## src/rtl/iss_pkg.sv

```systemverilog
package iss_pkg;
    localparam int LVL_W  = 2;
    localparam int NLEVEL = 3;

    localparam logic [LVL_W-1:0] CODE_LO  = 2'd0;
    localparam logic [LVL_W-1:0] CODE_HI  = 2'd1;
    localparam logic [LVL_W-1:0] CODE_PF  = 2'd2;

    // State value equals the flag vector {pf, hi, lo}
    typedef enum logic [NLEVEL-1:0] {
        ST_IDLE = 3'b000,
        ST_L    = 3'b001,
        ST_H    = 3'b010,
        ST_HL   = 3'b011,
        ST_P    = 3'b100,
        ST_PL   = 3'b101,
        ST_PH   = 3'b110,
        ST_PHL  = 3'b111
    } nest_t;
endpackage

```

## src/rtl/iss_ack_decode.sv

```systemverilog
module iss_ack_decode
    import iss_pkg::*;
#(
    parameter bit HAS_PF = 1'b1
) (
    input  logic             ack_i,
    input  logic [LVL_W-1:0] ack_lvl_i,
    output logic [NLEVEL-1:0] req_o     // one-hot {pf, hi, lo}
);
    always_comb begin
        req_o = '0;
        if (ack_i) begin
            unique case (ack_lvl_i)
                CODE_LO: req_o[0] = 1'b1;
                CODE_HI: req_o[1] = 1'b1;
                CODE_PF: req_o[2] = HAS_PF;
                default: req_o    = '0;
            endcase
        end
    end
endmodule

```

## src/rtl/iss_nest_fsm.sv

```systemverilog
module iss_nest_fsm
    import iss_pkg::*;
#(
    parameter bit HAS_PF = 1'b1
) (
    input  logic              clk,
    input  logic              rst_n,
    input  logic [NLEVEL-1:0] req_i,
    input  logic              ret_i,
    output logic [NLEVEL-1:0] flags_o
);
    nest_t state_q, after_ret, state_d;

    // Return is applied first
    always_comb begin
        after_ret = state_q;
        if (ret_i) begin
            unique case (state_q)
                ST_IDLE: after_ret = ST_IDLE;
                ST_L:    after_ret = ST_IDLE;
                ST_H:    after_ret = ST_IDLE;
                ST_P:    after_ret = ST_IDLE;
                ST_HL:   after_ret = ST_L;
                ST_PL:   after_ret = ST_L;
                ST_PH:   after_ret = ST_H;
                ST_PHL:  after_ret = ST_HL;
            endcase
        end
    end

    // Then the acknowledge, judged against the remaining stack
    always_comb begin
        state_d = after_ret;
        unique case (after_ret)
            ST_IDLE: begin
                if (req_i[2])      state_d = ST_P;
                else if (req_i[1]) state_d = ST_H;
                else if (req_i[0]) state_d = ST_L;
            end
            ST_L: begin
                if (req_i[2])      state_d = ST_PL;
                else if (req_i[1]) state_d = ST_HL;
            end
            ST_H: begin
                if (req_i[2])      state_d = ST_PH;
            end
            ST_HL: begin
                if (req_i[2])      state_d = ST_PHL;
            end
            ST_P, ST_PL, ST_PH, ST_PHL: state_d = after_ret;
        endcase
    end

    always_ff @(posedge clk) begin
        if (!rst_n) state_q <= ST_IDLE;
        else        state_q <= state_d;
    end

    always_comb begin
        unique case (state_q)
            ST_IDLE: flags_o = 3'b000;
            ST_L:    flags_o = 3'b001;
            ST_H:    flags_o = 3'b010;
            ST_HL:   flags_o = 3'b011;
            ST_P:    flags_o = 3'b100;
            ST_PL:   flags_o = 3'b101;
            ST_PH:   flags_o = 3'b110;
            ST_PHL:  flags_o = 3'b111;
        endcase
    end

    a_r5_idle_return: assert property (@(posedge clk) disable iff (!rst_n)
        (ret_i && req_i == '0 && flags_o == '0) |=> flags_o == '0);
    a_r4_top_only: assert property (@(posedge clk) disable iff (!rst_n)
        (ret_i && req_i == '0 && flags_o[2]) |=> (!flags_o[2] && flags_o[1:0] == $past(flags_o[1:0])));
    a_r3_no_lower_nest: assert property (@(posedge clk) disable iff (!rst_n)
        (!ret_i && flags_o[2]) |=> flags_o == $past(flags_o));
    a_r2_first_entry: assert property (@(posedge clk) disable iff (!rst_n)
        (!ret_i && flags_o == '0 && req_i[1]) |=> flags_o == 3'b010);
    a_r6_reentry: assert property (@(posedge clk) disable iff (!rst_n)
        (ret_i && flags_o == 3'b010 && req_i[1]) |=> flags_o == 3'b010);
    a_r9_no_pf_state: assert property (@(posedge clk) disable iff (!rst_n)
        !HAS_PF |-> !flags_o[2]);
endmodule

```

## src/rtl/iss_level_encode.sv

```systemverilog
module iss_level_encode
    import iss_pkg::*;
(
    input  logic [NLEVEL-1:0] flags_i,
    output logic [LVL_W-1:0]  cur_lvl_o
);
    always_comb begin
        unique casez (flags_i)
            3'b1??:  cur_lvl_o = 2'd3;
            3'b01?:  cur_lvl_o = 2'd2;
            3'b001:  cur_lvl_o = 2'd1;
            default: cur_lvl_o = 2'd0;
        endcase
    end
endmodule

```

## src/rtl/iss_tracker.sv

```systemverilog
module iss_tracker
    import iss_pkg::*;
#(
    parameter bit HAS_PF = 1'b1
) (
    input  logic       clk,
    input  logic       rst_n,
    input  logic       ack_i,
    input  logic [1:0] ack_lvl_i,
    input  logic       reti_i,
    output logic       flag_pf_o,
    output logic       flag_hi_o,
    output logic       flag_lo_o,
    output logic [1:0] cur_lvl_o
);
    logic [NLEVEL-1:0] req;
    logic [NLEVEL-1:0] flags;

    iss_ack_decode #(.HAS_PF(HAS_PF)) u_dec (
        .ack_i     (ack_i),
        .ack_lvl_i (ack_lvl_i),
        .req_o     (req)
    );

    iss_nest_fsm #(.HAS_PF(HAS_PF)) u_fsm (
        .clk     (clk),
        .rst_n   (rst_n),
        .req_i   (req),
        .ret_i   (reti_i),
        .flags_o (flags)
    );

    iss_level_encode u_enc (
        .flags_i   (flags),
        .cur_lvl_o (cur_lvl_o)
    );

    generate
        if (HAS_PF) begin : g_pf
            assign flag_pf_o = flags[2];
        end else begin : g_no_pf
            assign flag_pf_o = 1'b0;
        end
    endgenerate
    assign flag_hi_o = flags[1];
    assign flag_lo_o = flags[0];

    a_r7_level_blocks: assert property (@(posedge clk) disable iff (!rst_n)
        (cur_lvl_o == 2'd2 && !reti_i) |=> (flag_hi_o || flag_pf_o));
    a_r8_reserved_code: assert property (@(posedge clk) disable iff (!rst_n)
        (ack_i && ack_lvl_i == 2'd3 && !reti_i) |=> $stable({flag_pf_o, flag_hi_o, flag_lo_o}));
endmodule

```

## config.mk

```make
export PLATFORM = sky130hd
export DESIGN_NAME = iss_tracker
export DESIGN_NICKNAME = d
export VERILOG_FILES = /design/src/rtl/iss_pkg.sv /design/src/rtl/iss_ack_decode.sv /design/src/rtl/iss_nest_fsm.sv /design/src/rtl/iss_level_encode.sv /design/src/rtl/iss_tracker.sv
export SDC_FILE = /design/constraint.sdc
export NUM_CORES = 1
export LEC_CHECK = 0
export ABC_AREA = 1
export CORE_AREA = 5 5 42 44
export CTS_CLUSTER_DIAMETER = 150
export DETAILED_ROUTE_END_ITERATION = 16
export DIE_AREA = 0 0 47 49
export GPL_TIMING_DRIVEN = 0
export MAX_ROUTING_LAYER = met4
export PLACE_DENSITY = 0.52
export SYNTH_ARGS = -nofsm -noshare
export SYNTH_HDL_FRONTEND = slang
export SYNTH_SLANG_ARGS = --single-unit
```

## constraint.sdc

```tcl
create_clock -name clk -period 1.47 [get_ports clk]
set_input_delay 0.2205 -clock clk [delete_from_list [all_inputs] [get_ports clk]]
set_output_delay 0.2205 -clock clk [all_outputs]
set_load 0.03 [all_outputs]
```

# == Word level (Yosys, flattened, before mapping) ==
# Memory sizes are Yosys's and may differ from the RTL's. A register that Yosys moved wholly into a read port is not among the register bits.
# Cells that the tools add are included.
# totals
memories,2
mem_bits_ro,40
regBits,3
word_cells,33
# memory_table
memory,depth,width,rd,rd_ports_with_merged_regs,write_ports,line,rtl
(name not given),8,3,1,1,0,iss_nest_fsm.sv:60,unique case (state_q)
(name not given),8,2,1,1,0,iss_nest_fsm.sv:18,unique case (state_q)
# classes
reduce_logical,3
n_eq_ne,11
n_mux,16
# ops
cell,count
$mux W3,11
$pmux W3 S5,1
$eq A3 B3 Y1 const B,4
$eq A3 B1 Y1 const B,2
$eq A3 B2 Y1 const B,2
$pmux W2 S3,1
$eq A2 B1 Y1 const B,2
$reduce_or A4 Y1,1
$logic_not A3 Y1,1
$mux W1,3
$eq A2 B2 Y1 const B,1
$logic_not A2 Y1,1

# == Depth between registers and ports, before layout ==
# logic_depth
ltp_word,8
depth_mapped,7
mapped_depth_nobuf,7

# == By module ==
# From an unflattened synthesis, not the netlist that was laid out.
# hier_totals
cells_unflattened,47
area_unflattened_um2,345.3
# modules_own_cells
module,n_inst,area_each_um2,cells_per_inst,seq_area_each_um2
iss_nest_fsm,1,300.3,35,160.2
iss_ack_decode,1,26.3,7,0.0
iss_level_encode,1,18.8,5,0.0

# == Worst setup path before layout ==
# Ideal clock, no wire load.
# synth_path
kind,reg2out
from,"reg, netlist name u_fsm.flags_o[1]"
to,out cur_lvl_o[0]
required_ns,1.250
slack_ns,0.436
path_stages_with_launch,4
n_path_buf,0
t_arrival_ns,0.814
path_cell_list,dfxtp_1 -> inv_1 -> nand2_1 -> nand2_1
# synth_via
elab_chain_cells,2
# synth_rtl
item,line,rtl
$eq A3 B1 Y1 or $eq A2 B1 Y1 (tied branches),iss_level_encode.sv:8,unique casez (flags_i)
$pmux W2 S3 (*),iss_level_encode.sv:8,
"end, declared",iss_tracker.sv:14,output logic [1:0] cur_lvl_o
# Every way passes the cells marked *; elsewhere a longest branch is shown, timed or not.

# == Final worst setup path ==
# layout_path
from,"reg, netlist name u_fsm.flags_o[1]"
to,out cur_lvl_o[0]
# layout_via
elab_chain_cells,2
# layout_rtl
item,line
$eq A3 B1 Y1 or $eq A2 B1 Y1 (tied branches),iss_level_encode.sv:8
$pmux W2 S3 (*),iss_level_encode.sv:8
# Marked as above.

==> results.ini <==
[run_status]
status = finished, final reports clean

[power_and_ir_drop]
powerDensity_mw_per_mm2 = 1020
vdd.ir_drop.worst_mv = 0.582
power_leakage_nw = 0.263

[grt]
antenna_found_initial = 0
grt_use_total_pct = 6.15
grt_overflow = 0
grt_start_max_net_pins = 5
grt_pass1_wl_um = 986
first_global_vias = 267

[layout]
area_growth_pct = 42.2
mostFrequentLayoutCell = nand2_1
stdcell_count = 76
final_area_um2 = 459
multi_input_area_um2 = 114
mostFrequentLayoutCells = nand2_1, inv_1, dfxtp_1
diodes = 0
drive_above_1_share_pct = 11.7
nets = 68
n_fill_cell = 167
seq_area_um2 = 160
utilization_pct = 32.8

[critical_path]
crit_type = reg2out
cp_max_fo = 2
cp-end-kind = output pin
worstPathRequired_ps = 1250
arrival_ps = 1090
crit_path_start_kind = register

[sta]
tightest_slew_ps = 306
fin_setup_tns_ps = 0
slew_viol_final = 0
max-slew-margin-rel_pct = 79.7
max_freq_mhz = 764
hold_violations = 0
fin_worst_skew_ps = 3.80
finalCriticalPeriod_ps = 1310
finalSetupViolCount = 0
whs_ps = 586
fin_crit_sh_pct = 89.0
rsz0062_at_grt = no

[clocking]
htreeDepth = 1
cts_resized = 5
cts_tree = done
ctsLongestPathBuffers = 2
numCtsBuffers = 3
cts_setup_buffers = 0
hold_buffers = 0
clk_latency_ps = 250
clk_pin_slew_ps = 50
clock-sinks = 8
cts-root-buf = clkbuf_4

[yosys]
synth-xor-area-share_pct = 0
synth_seq_cells = 8
synth_cell_types = 9
synthSimpleGateAreaFrac_pct = 26.0
synth_area_um2 = 323
synth_top_family_by_area = simple AND/OR/NAND/NOR gates
synth_compound_area_share_pct = 9.30
synth-seq-area-share_pct = 49.6
synthCells = 47
muxShareOfSynthArea_pct = 0
synth_warnings = 0
syn_area_per_cell_um2 = 6.87
syn-num-nets = 53
synth_fa_ha_area_share_pct = 0

[die]
dieArea_mm2 = 0.00230
io_pins = 11
die_h_um = 49
rows = 14
core_area_mm2 = 0.00140
start_util_pct = 23.0
die_w_um = 47

[place]
dpl.hpwl_um = 467
dp.cells = 73
portBuffers = 10
placed_area_um2 = 443
place.gp.congestion = 0.704

[routing]
drc = 0
wl_per_cell_um = 7.34
antenna_left = 0
wl_um = 558
vias_per_cell = 3.82
vias = 290
dr.pass1.iters = 4
drt_iter0_drc = 2

[run]
drv_cap = 0

[worst_hold_path]
worstHoldPathType = in2reg

[cells by family (layout without fill, tap and decap cells)]
family,after synthesis,count (layout)
AOI/OAI and AO/OA,6,6
and+or+nand+nor,20,20
DFF,8,8
buffers and inverters,13,26
[critical path, cell delays in order, from the launching register on]
cell and delay, ps:
dfxtp_1 300, inv_1 60, nand2_1 50, nand2_1 40, dlygate4sd2_1 390
[final cells by class]
cell class / count / share of cell area (%)
inverters: 13 / 10.6
multi-input cells: 26 / 24.8
repair buffers: 10 / 20.4
flip-flops and latches: 8 / 34.9
well taps: 16 / 4.36
clock buffers: 3 / 4.90
[Yosys cell counts]
cell type  instances  area (um2)
nand2_1           14        52.6
nand2_2            1        6.26
dfxtp_1            8         160
o21ai_1            2        10.0
a21oi_1            4        20.0
inv_1             11        41.3
inv_2              2        7.51
nand3_2            1        10.0
nor2_1             4        15.0
[metal layers]
layer | vias up | part of all wire [%] | GRT usage (%) | routed length, um
li1 | 163 | - | - | -
met1 | 122 | 43 | 6.43 | 241
met3 | 0 | 6.5 | 3.32 | 36
met2 | 5 | 50 | 9.28 | 280
met5 | - | 0 | - | 0
met4 | 0 | 0 | 2.76 | 0
[report_power, final]
group	total (mW)	switching (mW)	internal (mW)	leakage, nW
clock network	0.161	0.0676	0.0929	0.0138
registers	0.231	0.00319	0.227	0.0654
logic	0.0766	0.0455	0.0312	0.184
total	0.468	0.116	0.351	0.263
[per-stage QoR]
step | setup slack [ps] | power [mW]
CTS | 145 | 0.480
global placement | 115 | 0.319
floorplan | 436 | 0.280
finish | 162 | 0.468
detailed placement | 129 | 0.319
global route | 108 | 0.498
[path summary, 6_finish.rpt]
check / startpoint / slack [ps] / cells past startpoint / end
setup / recovery: u_fsm.flags_o[1] / 160 / 4 / cur_lvl_o[0]
hold / removal: rst_n / 590 / 3 / u_fsm.state_q[1]
setup reg to reg: u_fsm.state_q[1] / 650 / 6 / register
hold reg to reg: u_fsm.state_q[2] / 600 / 3 / u_fsm.state_q[1]
Note: power is estimated with default switching activity, not from simulation.
